[src/rtl/scl_pkg.sv]
// Package: shared constants and types of the serial configuration loader.
// Assumes an LSB-first frame of whole bytes.
package scl_pkg;
    localparam int FRAME_BITS   = 72;
    localparam int BYTE_W       = 8;
    localparam int NUM_BYTES    = FRAME_BITS / BYTE_W;
    localparam int PAYLOAD_LSB  = 16;
    localparam int BANK_W       = FRAME_BITS - PAYLOAD_LSB;
    localparam int CNT_W        = $clog2(FRAME_BITS + 2);
    localparam logic [BYTE_W-1:0] CHIP_CODE = 8'h81;
    localparam int BANK_SEL_BIT = 8;
    localparam int PWR_HI       = 63;
    localparam int SYNC_BIT     = 52;
    localparam int PWR_W        = 2;

    typedef enum logic {
        BANK_CTRL = 1'b0,
        BANK_ADJ  = 1'b1
    } bank_e;
endpackage

[src/rtl/scl_shifter.sv]
// Module: serial front end. Shifts bits in LSB first on rising edges of the
// serial clock while the strobe is low, and counts them with saturation.
// It flags whether exactly FRAME_BITS bits were seen when the strobe rises.
// Assumes the serial pins are already synchronous to clk.
module scl_shifter
    import scl_pkg::*;
#(
    parameter int FB = FRAME_BITS
) (
    input  logic          clk,
    input  logic          rst_n,
    input  logic          ser_data,
    input  logic          ser_clk,
    input  logic          ser_strobe,
    output logic [FB-1:0] frame_word,
    output logic          frame_len_ok,
    output logic          frame_strobe
);
    localparam int CW = $clog2(FB + 2);
    localparam logic [CW-1:0] FULL_CNT = CW'(FB);
    localparam logic [CW-1:0] SAT_CNT  = CW'(FB + 1);

    logic          sclk_q;
    logic          stb_q;
    logic [FB-1:0] shreg;
    logic [CW-1:0] bit_cnt;
    logic          sclk_rise;

    assign sclk_rise    = ser_clk & ~sclk_q;
    assign frame_strobe = ser_strobe & ~stb_q;
    assign frame_len_ok = (bit_cnt == FULL_CNT);
    assign frame_word   = shreg;

    // Edge history; the strobe idles high, so it resets high and gives no false edge.
    always_ff @(posedge clk) begin
        if (!rst_n) begin
            sclk_q <= 1'b0;
            stb_q  <= 1'b1;
        end else begin
            sclk_q <= ser_clk;
            stb_q  <= ser_strobe;
        end
    end

    // Shift register and saturating bit counter; a strobe edge starts a new count.
    always_ff @(posedge clk) begin
        if (!rst_n) begin
            shreg   <= '0;
            bit_cnt <= '0;
        end else if (frame_strobe) begin
            bit_cnt <= '0;
        end else if (sclk_rise && !ser_strobe) begin
            shreg   <= {ser_data, shreg[FB-1:1]};
            bit_cnt <= (bit_cnt == SAT_CNT) ? bit_cnt : bit_cnt + 1'b1;
        end
    end

    // the counter never passes its saturation value.
    a_r2_count_capped: assert property (@(posedge clk) disable iff (!rst_n)
        bit_cnt <= SAT_CNT);
endmodule

[src/rtl/scl_validator.sv]
// Module: combinational test of a finished frame. It checks the chip byte and
// the modulo-256 byte sum (unless bypassed), then splits out the bank select,
// the payload and the fields that are applied at once.
module scl_validator
    import scl_pkg::*;
(
    input  logic [FRAME_BITS-1:0] frame_word,
    input  logic                  frame_len_ok,
    input  logic                  csum_bypass,
    output logic                  word_ok,
    output bank_e                 word_bank,
    output logic [BANK_W-1:0]     word_payload,
    output logic [PWR_W-1:0]      word_pwr,
    output logic                  word_sync
);
    logic [BYTE_W-1:0] part_sum [NUM_BYTES+1];
    logic              id_ok;
    logic              sum_ok;

    assign part_sum[0] = '0;
    // One adder stage per frame byte builds the running sum.
    for (genvar g = 0; g < NUM_BYTES; g++) begin : g_sum
        assign part_sum[g+1] = part_sum[g] + frame_word[g*BYTE_W +: BYTE_W];
    end

    assign id_ok        = (frame_word[BYTE_W-1:0] == CHIP_CODE);
    assign sum_ok       = csum_bypass | (part_sum[NUM_BYTES] == '0);
    assign word_ok      = frame_len_ok & id_ok & sum_ok;
    assign word_bank    = bank_e'(frame_word[BANK_SEL_BIT]);
    assign word_payload = frame_word[FRAME_BITS-1:PAYLOAD_LSB];
    assign word_pwr     = frame_word[PWR_HI -: PWR_W];
    assign word_sync    = frame_word[SYNC_BIT];
endmodule

[src/rtl/scl_commit.sv]
// Module: shadow register and commit control. It parks a taken word, writes
// it to its bank on a line-sync fall during the readout line (once per
// vertical interval), applies the power and sync fields at the strobe, and
// counts discarded frames. Assumes frame_strobe is a one-cycle pulse.
module scl_commit
    import scl_pkg::*;
#(
    parameter int DROP_W = 8
) (
    input  logic              clk,
    input  logic              rst_n,
    input  logic              frame_strobe,
    input  logic              word_ok,
    input  bank_e             word_bank,
    input  logic [BANK_W-1:0] word_payload,
    input  logic [PWR_W-1:0]  word_pwr,
    input  logic              word_sync,
    input  logic              shutter_busy,
    input  logic              line_sync,
    input  logic              readout_line,
    input  logic              frame_sync,
    output logic [BANK_W-1:0] ctrl_bank,
    output logic [BANK_W-1:0] adj_bank,
    output logic [PWR_W-1:0]  power_mode,
    output logic              sync_en,
    output logic              pending,
    output logic [DROP_W-1:0] dropped
);
    logic              hs_q, fs_q;
    logic              line_fall, fs_rise;
    logic [BANK_W-1:0] shadow_q;
    bank_e             pend_bank_q;
    logic              pend_q, done_q;
    logic              commit_now, pend_left, conflict, take, drop;
    logic [BANK_W-1:0] ctrl_q, adj_q;
    logic [PWR_W-1:0]  pwr_q;
    logic              sync_q;
    logic [DROP_W-1:0] drop_q;

    assign line_fall  = hs_q & ~line_sync;
    assign fs_rise    = frame_sync & ~fs_q;
    assign commit_now = pend_q & line_fall & readout_line & ~done_q;
    assign pend_left  = pend_q & ~commit_now;
    assign conflict   = pend_left & (word_bank != pend_bank_q);
    assign take       = frame_strobe & word_ok & ~shutter_busy & ~conflict;
    assign drop       = frame_strobe & ~take;

    // Sync edge history.
    always_ff @(posedge clk) begin
        if (!rst_n) begin
            hs_q <= 1'b0;
            fs_q <= 1'b0;
        end else begin
            hs_q <= line_sync;
            fs_q <= frame_sync;
        end
    end

    // Shadow register: holds the latest taken word and its bank.
    always_ff @(posedge clk) begin
        if (!rst_n) begin
            shadow_q    <= '0;
            pend_bank_q <= BANK_CTRL;
        end else if (take) begin
            shadow_q    <= word_payload;
            pend_bank_q <= word_bank;
        end
    end

    // Pending flag: set by a take, cleared by a commit.
    always_ff @(posedge clk) begin
        if (!rst_n)          pend_q <= 1'b0;
        else if (take)       pend_q <= 1'b1;
        else if (commit_now) pend_q <= 1'b0;
    end

    // Interval flag: a commit closes the vertical interval until frame_sync rises.
    always_ff @(posedge clk) begin
        if (!rst_n)          done_q <= 1'b0;
        else if (commit_now) done_q <= 1'b1;
        else if (fs_rise)    done_q <= 1'b0;
    end

    // Bank registers: written only at a commit.
    always_ff @(posedge clk) begin
        if (!rst_n) begin
            ctrl_q <= '0;
            adj_q  <= '0;
        end else if (commit_now) begin
            if (pend_bank_q == BANK_CTRL) ctrl_q <= shadow_q;
            else                          adj_q  <= shadow_q;
        end
    end

    // Immediate fields: applied when a control word is taken.
    always_ff @(posedge clk) begin
        if (!rst_n) begin
            pwr_q  <= '0;
            sync_q <= 1'b0;
        end else if (take && word_bank == BANK_CTRL) begin
            pwr_q  <= word_pwr;
            sync_q <= word_sync;
        end
    end

    // Drop counter: saturating count of refused frames.
    always_ff @(posedge clk) begin
        if (!rst_n)                      drop_q <= '0;
        else if (drop && drop_q != '1)   drop_q <= drop_q + 1'b1;
    end

    assign ctrl_bank  = ctrl_q;
    assign adj_bank   = adj_q;
    assign power_mode = pwr_q;
    assign sync_en    = sync_q;
    assign pending    = pend_q;
    assign dropped    = drop_q;

    // banks change only after a line-sync fall inside the readout line.
    a_r6_bank_hold: assert property (@(posedge clk) disable iff (!rst_n)
        !(line_fall && readout_line) |=> ($stable(ctrl_q) && $stable(adj_q)));
    // once the interval is used, banks hold until frame_sync rises.
    a_r8_one_per_interval: assert property (@(posedge clk) disable iff (!rst_n)
        (done_q && !fs_rise) |=> ($stable(ctrl_q) && $stable(adj_q)));
    // immediate fields move only on a strobe edge.
    a_r7_power_hold: assert property (@(posedge clk) disable iff (!rst_n)
        !frame_strobe |=> ($stable(pwr_q) && $stable(sync_q)));
    // the drop counter holds or steps by exactly one.
    a_r11_count_step: assert property (@(posedge clk) disable iff (!rst_n)
        rst_n |=> ((drop_q == $past(drop_q)) || (drop_q == $past(drop_q) + 1'b1)));
endmodule

[src/rtl/scl_cfg_loader.sv]
// Module: top of the validated serial configuration loader. It joins the
// serial front end, the frame validator and the commit controller.
// Assumes the serial and sync inputs are synchronous to clk.
module scl_cfg_loader
    import scl_pkg::*;
#(
    parameter int DROP_W = 8
) (
    input  logic              clk,
    input  logic              rst_n,
    input  logic              ser_data,
    input  logic              ser_clk,
    input  logic              ser_strobe,
    input  logic              csum_bypass,
    input  logic              shutter_busy,
    input  logic              line_sync,
    input  logic              readout_line,
    input  logic              frame_sync,
    output logic [55:0]       ctrl_bank,
    output logic [55:0]       adj_bank,
    output logic [1:0]        power_mode,
    output logic              sync_en,
    output logic              pending,
    output logic [DROP_W-1:0] dropped
);
    logic [FRAME_BITS-1:0] frame_word;
    logic                  frame_len_ok, frame_strobe;
    logic                  word_ok, word_sync;
    bank_e                 word_bank;
    logic [BANK_W-1:0]     word_payload;
    logic [PWR_W-1:0]      word_pwr;

    scl_shifter #(.FB(FRAME_BITS)) u_shift (
        .clk          (clk),
        .rst_n        (rst_n),
        .ser_data     (ser_data),
        .ser_clk      (ser_clk),
        .ser_strobe   (ser_strobe),
        .frame_word   (frame_word),
        .frame_len_ok (frame_len_ok),
        .frame_strobe (frame_strobe)
    );

    scl_validator u_check (
        .frame_word   (frame_word),
        .frame_len_ok (frame_len_ok),
        .csum_bypass  (csum_bypass),
        .word_ok      (word_ok),
        .word_bank    (word_bank),
        .word_payload (word_payload),
        .word_pwr     (word_pwr),
        .word_sync    (word_sync)
    );

    scl_commit #(.DROP_W(DROP_W)) u_commit (
        .clk          (clk),
        .rst_n        (rst_n),
        .frame_strobe (frame_strobe),
        .word_ok      (word_ok),
        .word_bank    (word_bank),
        .word_payload (word_payload),
        .word_pwr     (word_pwr),
        .word_sync    (word_sync),
        .shutter_busy (shutter_busy),
        .line_sync    (line_sync),
        .readout_line (readout_line),
        .frame_sync   (frame_sync),
        .ctrl_bank    (ctrl_bank),
        .adj_bank     (adj_bank),
        .power_mode   (power_mode),
        .sync_en      (sync_en),
        .pending      (pending),
        .dropped      (dropped)
    );
endmodule

[config.mk]
export PLATFORM = sky130hd
export DESIGN_NAME = scl_cfg_loader
export DESIGN_NICKNAME = d
export VERILOG_FILES = /design/src/rtl/scl_pkg.sv /design/src/rtl/scl_shifter.sv /design/src/rtl/scl_validator.sv /design/src/rtl/scl_commit.sv /design/src/rtl/scl_cfg_loader.sv
export SDC_FILE = /design/constraint.sdc
export NUM_CORES = 1
export LEC_CHECK = 0
export ABC_AREA = 1
export BUFFER_PORTS_ARGS = -buffer_cell sky130_fd_sc_hd__buf_2
export CORE_MARGIN = 8
export CORE_UTILIZATION = 40
export CTS_CLUSTER_SIZE = 25
export DETAILED_ROUTE_END_ITERATION = 12
export MAX_ROUTING_LAYER = met4
export SYNTH_ARGS = -nofsm -noshare
export SYNTH_HDL_FRONTEND = slang
export SYNTH_SLANG_ARGS = --single-unit
[constraint.sdc]
create_clock -name clk -period 7.27 [get_ports clk]
set_input_delay 1.8175 -clock clk [delete_from_list [all_inputs] [get_ports clk]]
set_output_delay 1.8175 -clock clk [all_outputs]
set_load 0.02 [all_outputs]
* Word-level counts from Yosys, hierarchy flattened
Index checks and enable logic that the tools add are counted.
Storage, ports and cells: memory bits (read-only) 0, bits in writable memories 0, output and inout bits 124, logic and storage cells 76, memories kept 0, latch bits 0, register bits after elaboration 265
Operators by class: reductions and logical operators 12, equality and inequality tests 5, magnitude comparators 0, shift-type cells 0, div/mod/pow operators 0, bitwise logic cells 30, add/subtract/negate cells 10, muxes and demuxes 4, multipliers 0
Operator list (count):
- 8-bit adder | 8
- 1-bit bitwise AND | 15
- 7-bit == test (second input constant) | 2
- 1-bit inverter | 14
- 8-bit by 1-bit adder with 8-bit output (second input constant) | 1
- 8-bit == test (second input constant) | 1
- 8-bit zero test | 1
- 8-bit != test (second input constant) | 1
- 2-bit AND reduction | 4
- 7-bit by 1-bit adder with 7-bit output (second input constant) | 1
- 1-bit 2-to-1 mux | 4
- 2-bit nonzero test | 2
- 1-bit logical AND | 3
- 2-bit OR reduction | 1
- 1-bit zero test | 1
- 1-bit != test | 1
- 1-bit bitwise OR | 1

* Depth between registers and ports, before layout
Gate-level depths: netlist (run 1).
depth in word-level cells 17, gate-level depth with buffers 26, depth with buffers taken out 25

* By module
Synthesis (run 1) repeated with hierarchy kept, for this count alone.
Second synthesis, totals: cell total of the unflattened synthesis 1521, area, all modules 11841.4 µm²
By module, submodules not included:
- scl_commit | instances 1, area each 6665.1 µm², seq. area each 3683.5 µm², cells each 875
- scl_shifter | instances 1, area each 3113.0 µm², seq. area each 1621.6 µm², cells each 395
- scl_validator | instances 1, area each 2063.2 µm², seq. area each 0.0 µm², cells each 251

* Least setup slack after synthesis (run 1)
Ideal clock, no wire load.
path kind register to register, start point register u_shift.shreg[2], in the netlist u_shift.frame_word[2], end point register u_commit.pwr_q[0], in the netlist u_commit.power_mode[0], arrival time 4249 ps, library setup time 128 ps, path slack 2894 ps, stages on the path, launching flop included 25, data required time 7142 ps, clock period less this slack 4376 ps, cell sequence dfxtp_1 -> fa_1 -> inv_1 -> fa_1 -> fa_1 -> fa_1 -> inv_1 -> ha_1 -> inv_1 -> fa_1 -> o21ai_1 -> nand2_1 -> nand2_1 -> inv_2 -> nand2_1 -> nand3_1 -> nor3_1 -> nand3_2 -> nand2_2 -> nand3_2 -> buf_12 -> nor2_4 -> nand2_1 -> o21ai_1 -> nor2_1
On the way: longest elaborated chain between the ends 15, elaborated cells between the ends (all ways) 17
RTL lines:
- from (decl) | line scl_shifter.sv:25 | logic [FB-1:0] shreg;
- from (signal assigned) | line scl_shifter.sv:53 | shreg <= {ser_data, shreg[FB-1:1]};
- 8-bit adder (8 in a row) | line scl_validator.sv:23 | assign part_sum[g+1] = part_sum[g] + frame_word[g*BYTE_W +: BYTE_W];
- 8-bit zero test | line scl_validator.sv:27 | assign sum_ok = csum_bypass | (part_sum[NUM_BYTES] == '0);
- 1-bit bitwise OR | line scl_validator.sv:27
- 1-bit bitwise AND * | line scl_validator.sv:28 | assign word_ok = frame_len_ok & id_ok & sum_ok;
- 1-bit bitwise AND * (3 in a row) | line scl_commit.sv:45 | assign take = frame_strobe & word_ok & ~shutter_busy & ~conflict;
- 1-bit logical AND * | line scl_commit.sv:100 | end else if (take && word_bank == BANK_CTRL) begin
- to (signal assigned) | line scl_commit.sv:101 | pwr_q <= word_pwr;
- to (decl) | line scl_commit.sv:36 | logic [PWR_W-1:0] pwr_q;
Every way passes the cells marked *; elsewhere a longest branch is shown, timed or not. A chain may end at the register's enable or synchronous reset.

* Worst setup path in the final report (run 1)
start point register u_shift.shreg[8], in the netlist u_shift.frame_word[8], end point register u_commit.shadow_q[3]
On the way: longest elaborated chain between the ends 14, elaborated cells between the ends (all ways) 17
RTL lines:
- 8-bit adder (8 in a row) | line scl_validator.sv:23
- 8-bit zero test | line scl_validator.sv:27
- 1-bit bitwise OR | line scl_validator.sv:27
- 1-bit bitwise AND | line scl_validator.sv:28
- 1-bit bitwise AND (2 in a row) | line scl_commit.sv:45
- 1-bit bitwise AND * | line scl_commit.sv:45
- to (signal assigned) | line scl_commit.sv:65 | shadow_q <= word_payload;
- to (decl) | line scl_commit.sv:31 | logic [BANK_W-1:0] shadow_q;
Marks and branches as above.

==> results of run 1 <==
[cell type report]
cell class	instances	share of cell area, %
clock buffer	43	6.93
clock inverter	10	1.07
tap	341	3.37
inverter	171	5.07
multi-input combinational	783	36.0
timing repair buffer	139	5.66
sequential	265	41.9
[worst min-delay path, stage by stage, from the launching register on]
cell and delay (ns):
dfxtp_1 0.29, inv_1 0.07, a21oi_1 0.06
[state kept, by name, indices dropped and copies added (netlist names)]
register	cells
u_shift.stb_q	1
u_shift.frame_word	72
u_shift.bit_cnt	7
u_commit.dropped	8
u_commit.shadow_q	56
u_commit.hs_q	1
u_commit.pend_bank_q	1
u_commit.done_q	1
u_commit.pending	1
u_shift.sclk_q	1
u_commit.power_mode	2
u_commit.sync_en	1
u_commit.fs_q	1
u_commit.ctrl_bank	56
u_commit.adj_bank	56
[per-layer routing]
metal  GRT usage (%)  up-vias  share of wire (%)
li1                -     4431                  -
met1            20.7     3942                 48
met2            26.2      154                 46
met3            2.77       41                4.4
met4            4.46        0                2.1
met5               -        -                  0
[how the worst max path moves through the flow]
stage                     depth (start not counted)  slack [ns]                             endpoint                               start
after detailed placement                         22        2.11    u_commit.shadow_q[3]$_SDFFE_PN0P_  u_shift.frame_word[8]$_SDFFE_PN0P_
after CTS                                        22        2.09    u_commit.shadow_q[3]$_SDFFE_PN0P_  u_shift.frame_word[8]$_SDFFE_PN0P_
final                                            22        2.13    u_commit.shadow_q[3]$_SDFFE_PN0P_  u_shift.frame_word[8]$_SDFFE_PN0P_
after global placement                           19        2.19    u_commit.shadow_q[3]$_SDFFE_PN0P_  u_shift.frame_word[8]$_SDFFE_PN0P_
after floorplan                                  24        2.89  u_commit.power_mode[0]$_SDFFE_PN0P_  u_shift.frame_word[2]$_SDFFE_PN0P_
after global routing                             24        1.74  u_commit.power_mode[0]$_SDFFE_PN0P_  u_shift.frame_word[8]$_SDFFE_PN0P_
[power by group]
part	total [mW]	switching [mW]	internal, mW
sequential	1.52	0.0358	1.48
clock	1.52	0.584	0.939
combinational	0.403	0.242	0.161
[cells in the mapped netlist (2+ instances only)]
master	n	area, um2
nor4_1	4	25.0
buf_6	9	101
fa_1	45	901
nand2_1	81	304
o21ai_0	203	1020
ha_1	12	150
and3_1	2	12.5
nor2_1	127	477
nand4_1	9	56.3
o21ai_1	46	230
xor2_1	8	70.1
inv_2	8	30.0
a21oi_1	205	1030
nand3_2	2	20.0
nand3_1	17	85.1
clkbuf_1	68	255
inv_1	162	608
nor3_1	7	35.0
xnor2_1	5	43.8
a211oi_1	2	15.0
dfxtp_1	265	5310
[logic make-up after synthesis]
family | after synthesis
adders and majority gates | 57
xor gates and xnor gates | 13
and+or+nand+nor | 255
buffers and inverters | 252
DFF | 265
AOI/OAI and AO/OA | 458
==> results.json, run 1 <==
{
  "grt_usage_pct": 16.2,
  "fin_crit_ns": 5.14,
  "route.detailed.drc": 0,
  "async_reset_ff_share_pct": 0,
  "fin_total_pwr_mw": 3.44,
  "vdd_ir_drop_max_uv": 183,
  "synthSimpleGateAreaFrac_pct": 9.85,
  "clk_pin_slew_ns": 0.06,
  "min_from": "u_shift.bit_cnt[6]$_SDFFE_PP0P_",
  "final_util_pct": 47.1,
  "drt-pass1-iter-count": 6,
  "maxSlewViolCount": 0,
  "routed_wl_um": 25800,
  "status": "finished clean",
  "wl_per_cell_um": 14.8,
  "synth_area_per_cell_um2": 8.38,
  "worstSetupStartpointType": "flip-flop",
  "dp_hpwl_um": 17500,
  "r2r_start": "u_shift.frame_word[8]$_SDFFE_PN0P_",
  "dieArea_mm2": 0.0328,
  "critPathSlowestCell": "fa_1",
  "synth-compound-area-share_pct": 21.1,
  "numPortBuffers": 133,
  "ys_seq_elements": 265,
  "cts_setup_buffers": 0,
  "max_freq_mhz": 195,
  "synth_cells": 1300,
  "viasPerCell": 4.89,
  "layout_commonest_cell": "dfxtp_1",
  "setup_slack_ns": 2.13,
  "max_cap_viol_count": 0,
  "cp.required_ns": 7.68,
  "drt_iter0_drc": 395,
  "setup_violations": 0,
  "ant_nets": 0,
  "cp_max_fo": 61,
  "muxShareOfSynthArea_pct": 0,
  "ios": 134,
  "path_cells": "inv_1 > fa_1 > fa_1 > fa_1 > fa_1 > inv_1 > ha_1 > inv_1 > fa_1 > o21ai_1 > nand2_1 > nand2_1 > inv_2 > nand2_1 > nand3_1 > nor3_1 > nand3_2 > nand2_2 > nand3_4 > buf_4 > o21ai_0 > a21oi_1",
  "cts_resized": 0,
  "synth_area_mm2": 0.0109,
  "holdPathStages": 2,
  "regToRegSetupSlack_ns": 2.13,
  "coreArea_mm2": 0.0269,
  "synth_fa_ha_area_share_pct": 9.65,
  "clock_latency_ns": 0.55,
  "stdcell_area_mm2": 0.0127,
  "p_leak_nw": 5.45,
  "rows": 60,
  "multiInputGateArea_mm2": 0.00456,
  "placed_cell_area_mm2": 0.0117,
  "clock_skew_ns": 0.0210,
  "power_density_mw_per_mm2": 272,
  "synth_edf_count": 0,
  "cts-root-buf": "clkbuf_16",
  "cts_buffers": 29,
  "reg2reg_depth": 22,
  "tightest_slew_ns": 1.15,
  "crit_type": "flip-flop to flip-flop",
  "cts_sinks": 265,
  "rsz0062_at_grt": "no",
  "vias": 8568,
  "yosys_warnings": 0,
  "hold_violations": 0,
  "synthXorXnorAreaFrac_pct": 1.05,
  "die_x_um": 181,
  "hold_buffers": 0,
  "crit_top_cell": "fa_1",
  "cts.path.max_buffers": 3,
  "hold_path_class": "flip-flop to flip-flop",
  "hold_end": "u_shift.bit_cnt[6]$_SDFFE_PP0P_",
  "antenna_found_initial": 0,
  "synth_seq_area_share_pct": 48.7,
  "antenna_cells": 0,
  "fin_tns_setup_ns": 0,
  "register_area_mm2": 0.00531,
  "drive_above_1_share_pct": 14.5,
  "syn-num-nets": 1367,
  "dp_slack_ns": 2.11,
  "crit_path_max_incr_delay_ns": 0.51,
  "grt_pass1_vias": 8516,
  "grt_pass1_wl_um": 43500,
  "dpl.cell_count": 1699,
  "synth_ff_type": "dfxtp_1",
  "start_util_pct": 40.5,
  "cp_top_family": "adder cells",
  "critPathBufInv": 5,
  "overflow": 0,
  "cp-end-kind": "flip-flop",
  "r2r-end": "u_commit.shadow_q[3]$_SDFFE_PN0P_",
  "grt_start_max_net_pins": 141,
  "hold_ws_ns": 0.467,
  "synth_cell_types": 34,
  "layout.cells.most_common_list": "dfxtp_1, a21oi_1, o21ai_0, inv_1, buf_2",
  "n_fill_cell": 2683,
  "cp.arrival_ns": 5.55,
  "area_growth_syn_to_layout_pct": 16.3,
  "cts_tree": "done",
  "nets": 1456,
  "final_cells": 1752,
  "cts.htree.levels": 1,
  "post-route-period-util_pct": 70.7,
  "globalplace.congestion": 0.831,
  "die_h_um": 181,
  "synth_top_family_by_area": "compound AO/OA/AOI/OAI gates",
  "slew_headroom_pct": 23.2
}
No activity file was read; power rests on OpenSTA's default activity.
==> run 2, diff against run 1 <==
Clock period 7.27 ns to 4.2 ns, I/O delays scaled along.
==> results.json, run 2 (synthesis results as in run 1) <==
{
  "vdd_ir_drop_max_uv": 257,
  "cts_buffers": 29,
  "vias": 8886,
  "clk_pin_slew_ns": 0.06,
  "route.detailed.drc": 0,
  "r2r_start": "u_shift.frame_word[18]$_SDFFE_PN0P_",
  "start_util_pct": 40.5,
  "clock_latency_ns": 0.54,
  "dp_hpwl_um": 17900,
  "dieArea_mm2": 0.0328,
  "final_cells": 1834,
  "fin_tns_setup_ns": -24.25,
  "hold_path_class": "flip-flop to flip-flop",
  "grt_start_max_net_pins": 129,
  "setup_slack_ns": -0.416,
  "area_growth_syn_to_layout_pct": 24.7,
  "grt_pass1_vias": 8662,
  "layout.cells.most_common_list": "dfxtp_1, a21oi_1, o21ai_0, inv_1, buf_2",
  "cts.path.max_buffers": 3,
  "ant_nets": 0,
  "final_util_pct": 50.5,
  "routed_wl_um": 27000,
  "rows": 60,
  "crit_type": "flip-flop to flip-flop",
  "hold_ws_ns": 0.477,
  "max_freq_mhz": 217,
  "rsz0062_at_grt": "yes",
  "drive_above_1_share_pct": 22.4,
  "cts-root-buf": "clkbuf_16",
  "cp.arrival_ns": 5.07,
  "reg2reg_depth": 21,
  "n_fill_cell": 2536,
  "tightest_slew_ns": 1.06,
  "post-route-period-util_pct": 110,
  "maxSlewViolCount": 0,
  "antenna_found_initial": 0,
  "r2r-end": "u_commit.dropped[7]$_SDFFE_PN0P_",
  "worstSetupStartpointType": "flip-flop",
  "globalplace.congestion": 0.835,
  "slew_headroom_pct": 28.6,
  "overflow": 0,
  "cp.required_ns": 4.65,
  "layout_commonest_cell": "dfxtp_1",
  "die_h_um": 181,
  "drt_iter0_drc": 469,
  "drt-pass1-iter-count": 5,
  "antenna_cells": 0,
  "regToRegSetupSlack_ns": -0.42,
  "fin_crit_ns": 4.62,
  "numPortBuffers": 133,
  "violations": "negative setup slack",
  "stdcell_area_mm2": 0.0136,
  "power_density_mw_per_mm2": 442,
  "max_cap_viol_count": 0,
  "status": "complete, but fails checks",
  "viasPerCell": 4.85,
  "hold_end": "u_shift.bit_cnt[6]$_SDFFE_PP0P_",
  "dpl.cell_count": 1772,
  "nets": 1541,
  "fin_total_pwr_mw": 6.00,
  "placed_cell_area_mm2": 0.0122,
  "ios": 134,
  "cp_max_fo": 7,
  "cts.htree.levels": 1,
  "largest_reg_flops": 72,
  "wl_per_cell_um": 14.7,
  "p_leak_nw": 5.94,
  "setup_violations": 69,
  "grt_usage_pct": 16.1,
  "die_x_um": 181,
  "clock_skew_ns": 0.0207,
  "min_from": "u_shift.bit_cnt[6]$_SDFFE_PP0P_",
  "coreArea_mm2": 0.0269,
  "cp-end-kind": "flip-flop",
  "dp_slack_ns": -0.484,
  "holdPathStages": 2,
  "cts_tree": "done",
  "grt_pass1_wl_um": 44000,
  "cts_sinks": 265,
  "hold_violations": 0
}
## run 2: changes by cell type in the layout (fill, tap and decap cells not counted), moves of 8 or more
cell	delta
buf_4	+68
a21oi_1	-9
o21ai_2	+14
buf_6	+10
a21oi_2	+9
o21ai_1	-9
nand2_1	-8
## run 2: worst max-delay path by stage
stage / end / startpoint / depth (start not counted) / slack (ns)
3_5_place_dp: u_commit.shadow_q[2]$_SDFFE_PN0P_ / u_shift.frame_word[2]$_SDFFE_PN0P_ / 19 / -0.48
4_1_cts: u_commit.shadow_q[17]$_SDFFE_PN0P_ / u_shift.frame_word[18]$_SDFFE_PN0P_ / 20 / -0.45
2_1_floorplan: u_commit.power_mode[0]$_SDFFE_PN0P_ / u_shift.frame_word[2]$_SDFFE_PN0P_ / 21 / -0.09
3_3_place_gp: u_commit.dropped[3]$_SDFFE_PN0P_ / u_shift.frame_word[2]$_SDFFE_PN0P_ / 21 / -0.40
5_1_grt: u_commit.dropped[7]$_SDFFE_PN0P_ / u_shift.frame_word[18]$_SDFFE_PN0P_ / 21 / -0.61
6_report: u_commit.dropped[7]$_SDFFE_PN0P_ / u_shift.frame_word[18]$_SDFFE_PN0P_ / 21 / -0.42
## run 2: where the power goes
group	internal, mW	switching (mW)	total [mW]
sequential	2.56	0.0435	2.60
clock	1.53	0.976	2.51
combinational	0.376	0.512	0.888
## run 2: timing repair
item	4_1_cts	5_1_grt
setup endpoints to repair	69	69
cloned	1	6
endpoints found under the hold margin	0	0
gates resized for setup	25	45
hold buffers	0	0
buffers inserted	3	3
pin swaps	7	7
## run 2: worst max-delay path: stages, from the launching register on
cell	delay, ns
dfxtp_2	0.33
fa_1	0.55
inv_2	0.04
fa_1	0.55
fa_1	0.44
fa_1	0.47
inv_1	0.07
ha_2	0.19
inv_2	0.04
fa_2	0.52
nand2_2	0.07
nor3_4	0.13
nand3_2	0.10
nor3_2	0.14
nand3_2	0.11
nand2_4	0.10
nand3_4	0.07
buf_6	0.17
buf_6	0.13
nand3_4	0.11
nand2_2	0.07
a21oi_2	0.13
## run 2: area by class of cell
cell class	count	area (um2)	area share, %
Multi-Input combinational cell	784	4780	35.2
Timing Repair Buffer	223	1480	10.9
Sequential cell	265	5310	39.1
Inverter	171	642	4.73
Clock inverter	8	118	0.866
Clock buffer	42	825	6.07
Tap cell	341	427	3.14
## run 2: per-layer routing
layer	vias up	share of wire (%)	global-route usage [%]	routed length (um)
li1	4588	-	-	-
met1	4105	48	21.1	12900
met2	165	46	26.0	12500
met3	28	4.5	2.79	1210
met4	0	1.3	3.28	356
met5	-	0	-	0
==> run 3, diff against run 2 <==
Settings changed: ABC_AREA 1 to 0.
==> results.json, run 3 <==
{
  "status": "complete, but fails checks",
  "violations": "negative setup slack",
  "slew_headroom_pct": 45.1,
  "muxShareOfSynthArea_pct": 0.525,
  "synth.most_common_cell": "nand2_1",
  "die_x_um": 185,
  "dpl.cell_count": 1856,
  "die_h_um": 185,
  "grt_usage_pct": 17.5,
  "synth_top_family_by_area": "simple AND/OR/NAND/NOR gates",
  "ant_nets": 0,
  "synthXorXnorAreaFrac_pct": 1.83,
  "synth_top_area_cell": "dfxtp_1",
  "cts_tree": "done",
  "layout.cells.most_common_list": "nand2_1, dfxtp_1, a21boi_0, buf_2, buf_4",
  "cp.required_ns": 4.64,
  "yosys_warnings": 0,
  "synth_fa_ha_area_share_pct": 9.20,
  "clock_latency_ns": 0.55,
  "grt_use_met2_pct": 28.4,
  "synth_area_mm2": 0.0114,
  "clock_skew_ns": 0.0138,
  "numPortBuffers": 133,
  "drt-pass1-iter-count": 4,
  "post-route-period-util_pct": 112,
  "synth_cells": 1322,
  "worstSetupStartpointType": "flip-flop",
  "cts.htree.levels": 1,
  "synth-compound-area-share_pct": 17.5,
  "dp_hpwl_um": 19900,
  "setup_violations": 69,
  "drt_iter0_drc": 473,
  "largest_reg_flops": 72,
  "cp-end-kind": "flip-flop",
  "syn-num-nets": 1389,
  "vdd_ir_drop_max_uv": 317,
  "cts-root-buf": "clkbuf_16",
  "grt_start_max_net_pins": 127,
  "hold_buffers": 0,
  "vias": 9099,
  "ys_top_cells_by_area": "dfxtp_1, nand2_1, a21boi_0, fa_1, a21boi_1",
  "tightest_slew_ns": 0.824,
  "synth_edf_count": 0,
  "rows": 62,
  "area_growth_syn_to_layout_pct": 27.4,
  "hold_violations": 0,
  "setup_slack_ns": -0.495,
  "layout_commonest_cell": "nand2_1",
  "ios": 134,
  "synth_seq_area_share_pct": 46.4,
  "clk_pin_slew_ns": 0.06,
  "cp.arrival_ns": 5.14,
  "synth_ff_type": "dfxtp_1",
  "fin_total_pwr_mw": 5.48,
  "antenna_cells": 0,
  "dp_slack_ns": -0.557,
  "crit_type": "flip-flop to flip-flop",
  "max_freq_mhz": 213,
  "antenna_found_initial": 0,
  "start_util_pct": 40.3,
  "nets": 1583,
  "drive_above_1_share_pct": 22.9,
  "grt_pass1_wl_um": 47800,
  "ys_top_cells_by_count": "nand2_1, dfxtp_1, a21boi_0",
  "max_cap_viol_count": 0,
  "overflow": 0,
  "synth.top_cell.area_share_pct": 46.4,
  "cp_max_fo": 7,
  "grt.met1_usage_pct": 22.9,
  "viasPerCell": 4.73,
  "globalplace.congestion": 0.846,
  "cts_buffers": 30,
  "route.detailed.drc": 0,
  "synth_area_per_cell_um2": 8.65,
  "synth_cell_types": 48,
  "hold_path_class": "flip-flop to flip-flop",
  "routed_wl_um": 29300,
  "rsz0062_at_grt": "yes",
  "maxSlewViolCount": 0,
  "wl_per_cell_um": 15.2,
  "power_density_mw_per_mm2": 376,
  "p_leak_nw": 5.56,
  "async_reset_ff_share_pct": 0,
  "cts.path.max_buffers": 3,
  "coreArea_mm2": 0.0284,
  "fin_crit_ns": 4.70,
  "hold_ws_ns": 0.457,
  "grt_pass1_vias": 9165,
  "final_cells": 1924,
  "met3_usage_pct": 2.94,
  "cts_sinks": 265,
  "ys_seq_elements": 265,
  "synthSimpleGateAreaFrac_pct": 19.6,
  "busiest_layer": "met2",
  "dieArea_mm2": 0.0342
}
==> run 3: timing repair <==
action | in CTS | in global routing
pin swaps | 10 | 18
resized for setup | 17 | 32
gates cloned | 3 | 1
buffers inserted | 7 | 3
setup endpoints to repair | 69 | 69
==> run 3: routing by layer <==
layer  up-vias  routed length [um]
met3        35                1360
met1      4296               13900
li1       4614                   -
met2       154               13500
met5         -                   0
met4         0                 467
==> run 3: logic make-up after synthesis <==
family,count (synthesis)
muxes,6
adders and majority gates,57
and+or+nand+nor,563
xor gates and xnor gates,23
DFF,265
buffers and inverters,141
AOI/OAI and AO/OA,267
==> run 3: metrics by stage <==
| stage | utilization, % | TNS, ns | cell area [um2] |
|---|---|---|---|
| finish | 51.3 | -29.02 | 14600 |
| global route | 51.3 | -42.67 | 14600 |
| CTS | 50.8 | -32.65 | 14400 |
| detailed placement | 46.2 | -34.54 | 13100 |
| global placement | 46.2 | -31.33 | 13100 |
| floorplan | - | -14.35 | 11500 |
==> run 3: path summary, 6_finish.rpt <==
kind | startpoint | endpoint | slack [ns] | cells past startpoint
max | u_shift.frame_word[2]$_SDFFE_PN0P_ | u_commit.shadow_q[30]$_SDFFE_PN0P_ | -0.50 | 20
min | u_commit.ctrl_bank[35]$_SDFFE_PN0P_ | u_commit.ctrl_bank[35]$_SDFFE_PN0P_ | 0.46 | 2
max reg2reg | u_shift.frame_word[2]$_SDFFE_PN0P_ | u_commit.shadow_q[30]$_SDFFE_PN0P_ | -0.50 | 20
min reg2reg | u_commit.ctrl_bank[35]$_SDFFE_PN0P_ | u_commit.ctrl_bank[35]$_SDFFE_PN0P_ | 0.46 | 2
==> run 3: where the power goes <==
group          leakage (nW)  switching (mW)  internal, mW
clock                 0.537            1.07          1.77
combinational          2.88          0.0702        0.0467
sequential             2.14         0.00368          2.52
==> run 3: cell type report <==
class                   instances  area [um2]
flip-flops and latches        265        5310
well taps                     384         480
clock buffers                  41         872
multi-input cells             916        5810
inverters                      60         225
clock inverters                15         231
fillers                      2747       13800
repair buffers                243        1630
==> run 3: critical path, cell delays in order (launching register included) <==
cell and delay (ns):
dfxtp_2 0.33, fa_1 0.52, inv_1 0.05, fa_1 0.57
fa_1 0.43, fa_1 0.47, inv_2 0.09, ha_4 0.13
inv_2 0.03, fa_2 0.35, nor2b_4 0.14, o311ai_0 0.14
o311a_1 0.19, nor4_4 0.27, buf_4 0.18, o221ai_4 0.12
buf_12 0.18, buf_12 0.13, clkbuf_16 0.15, nand2_1 0.06
a21boi_1 0.05
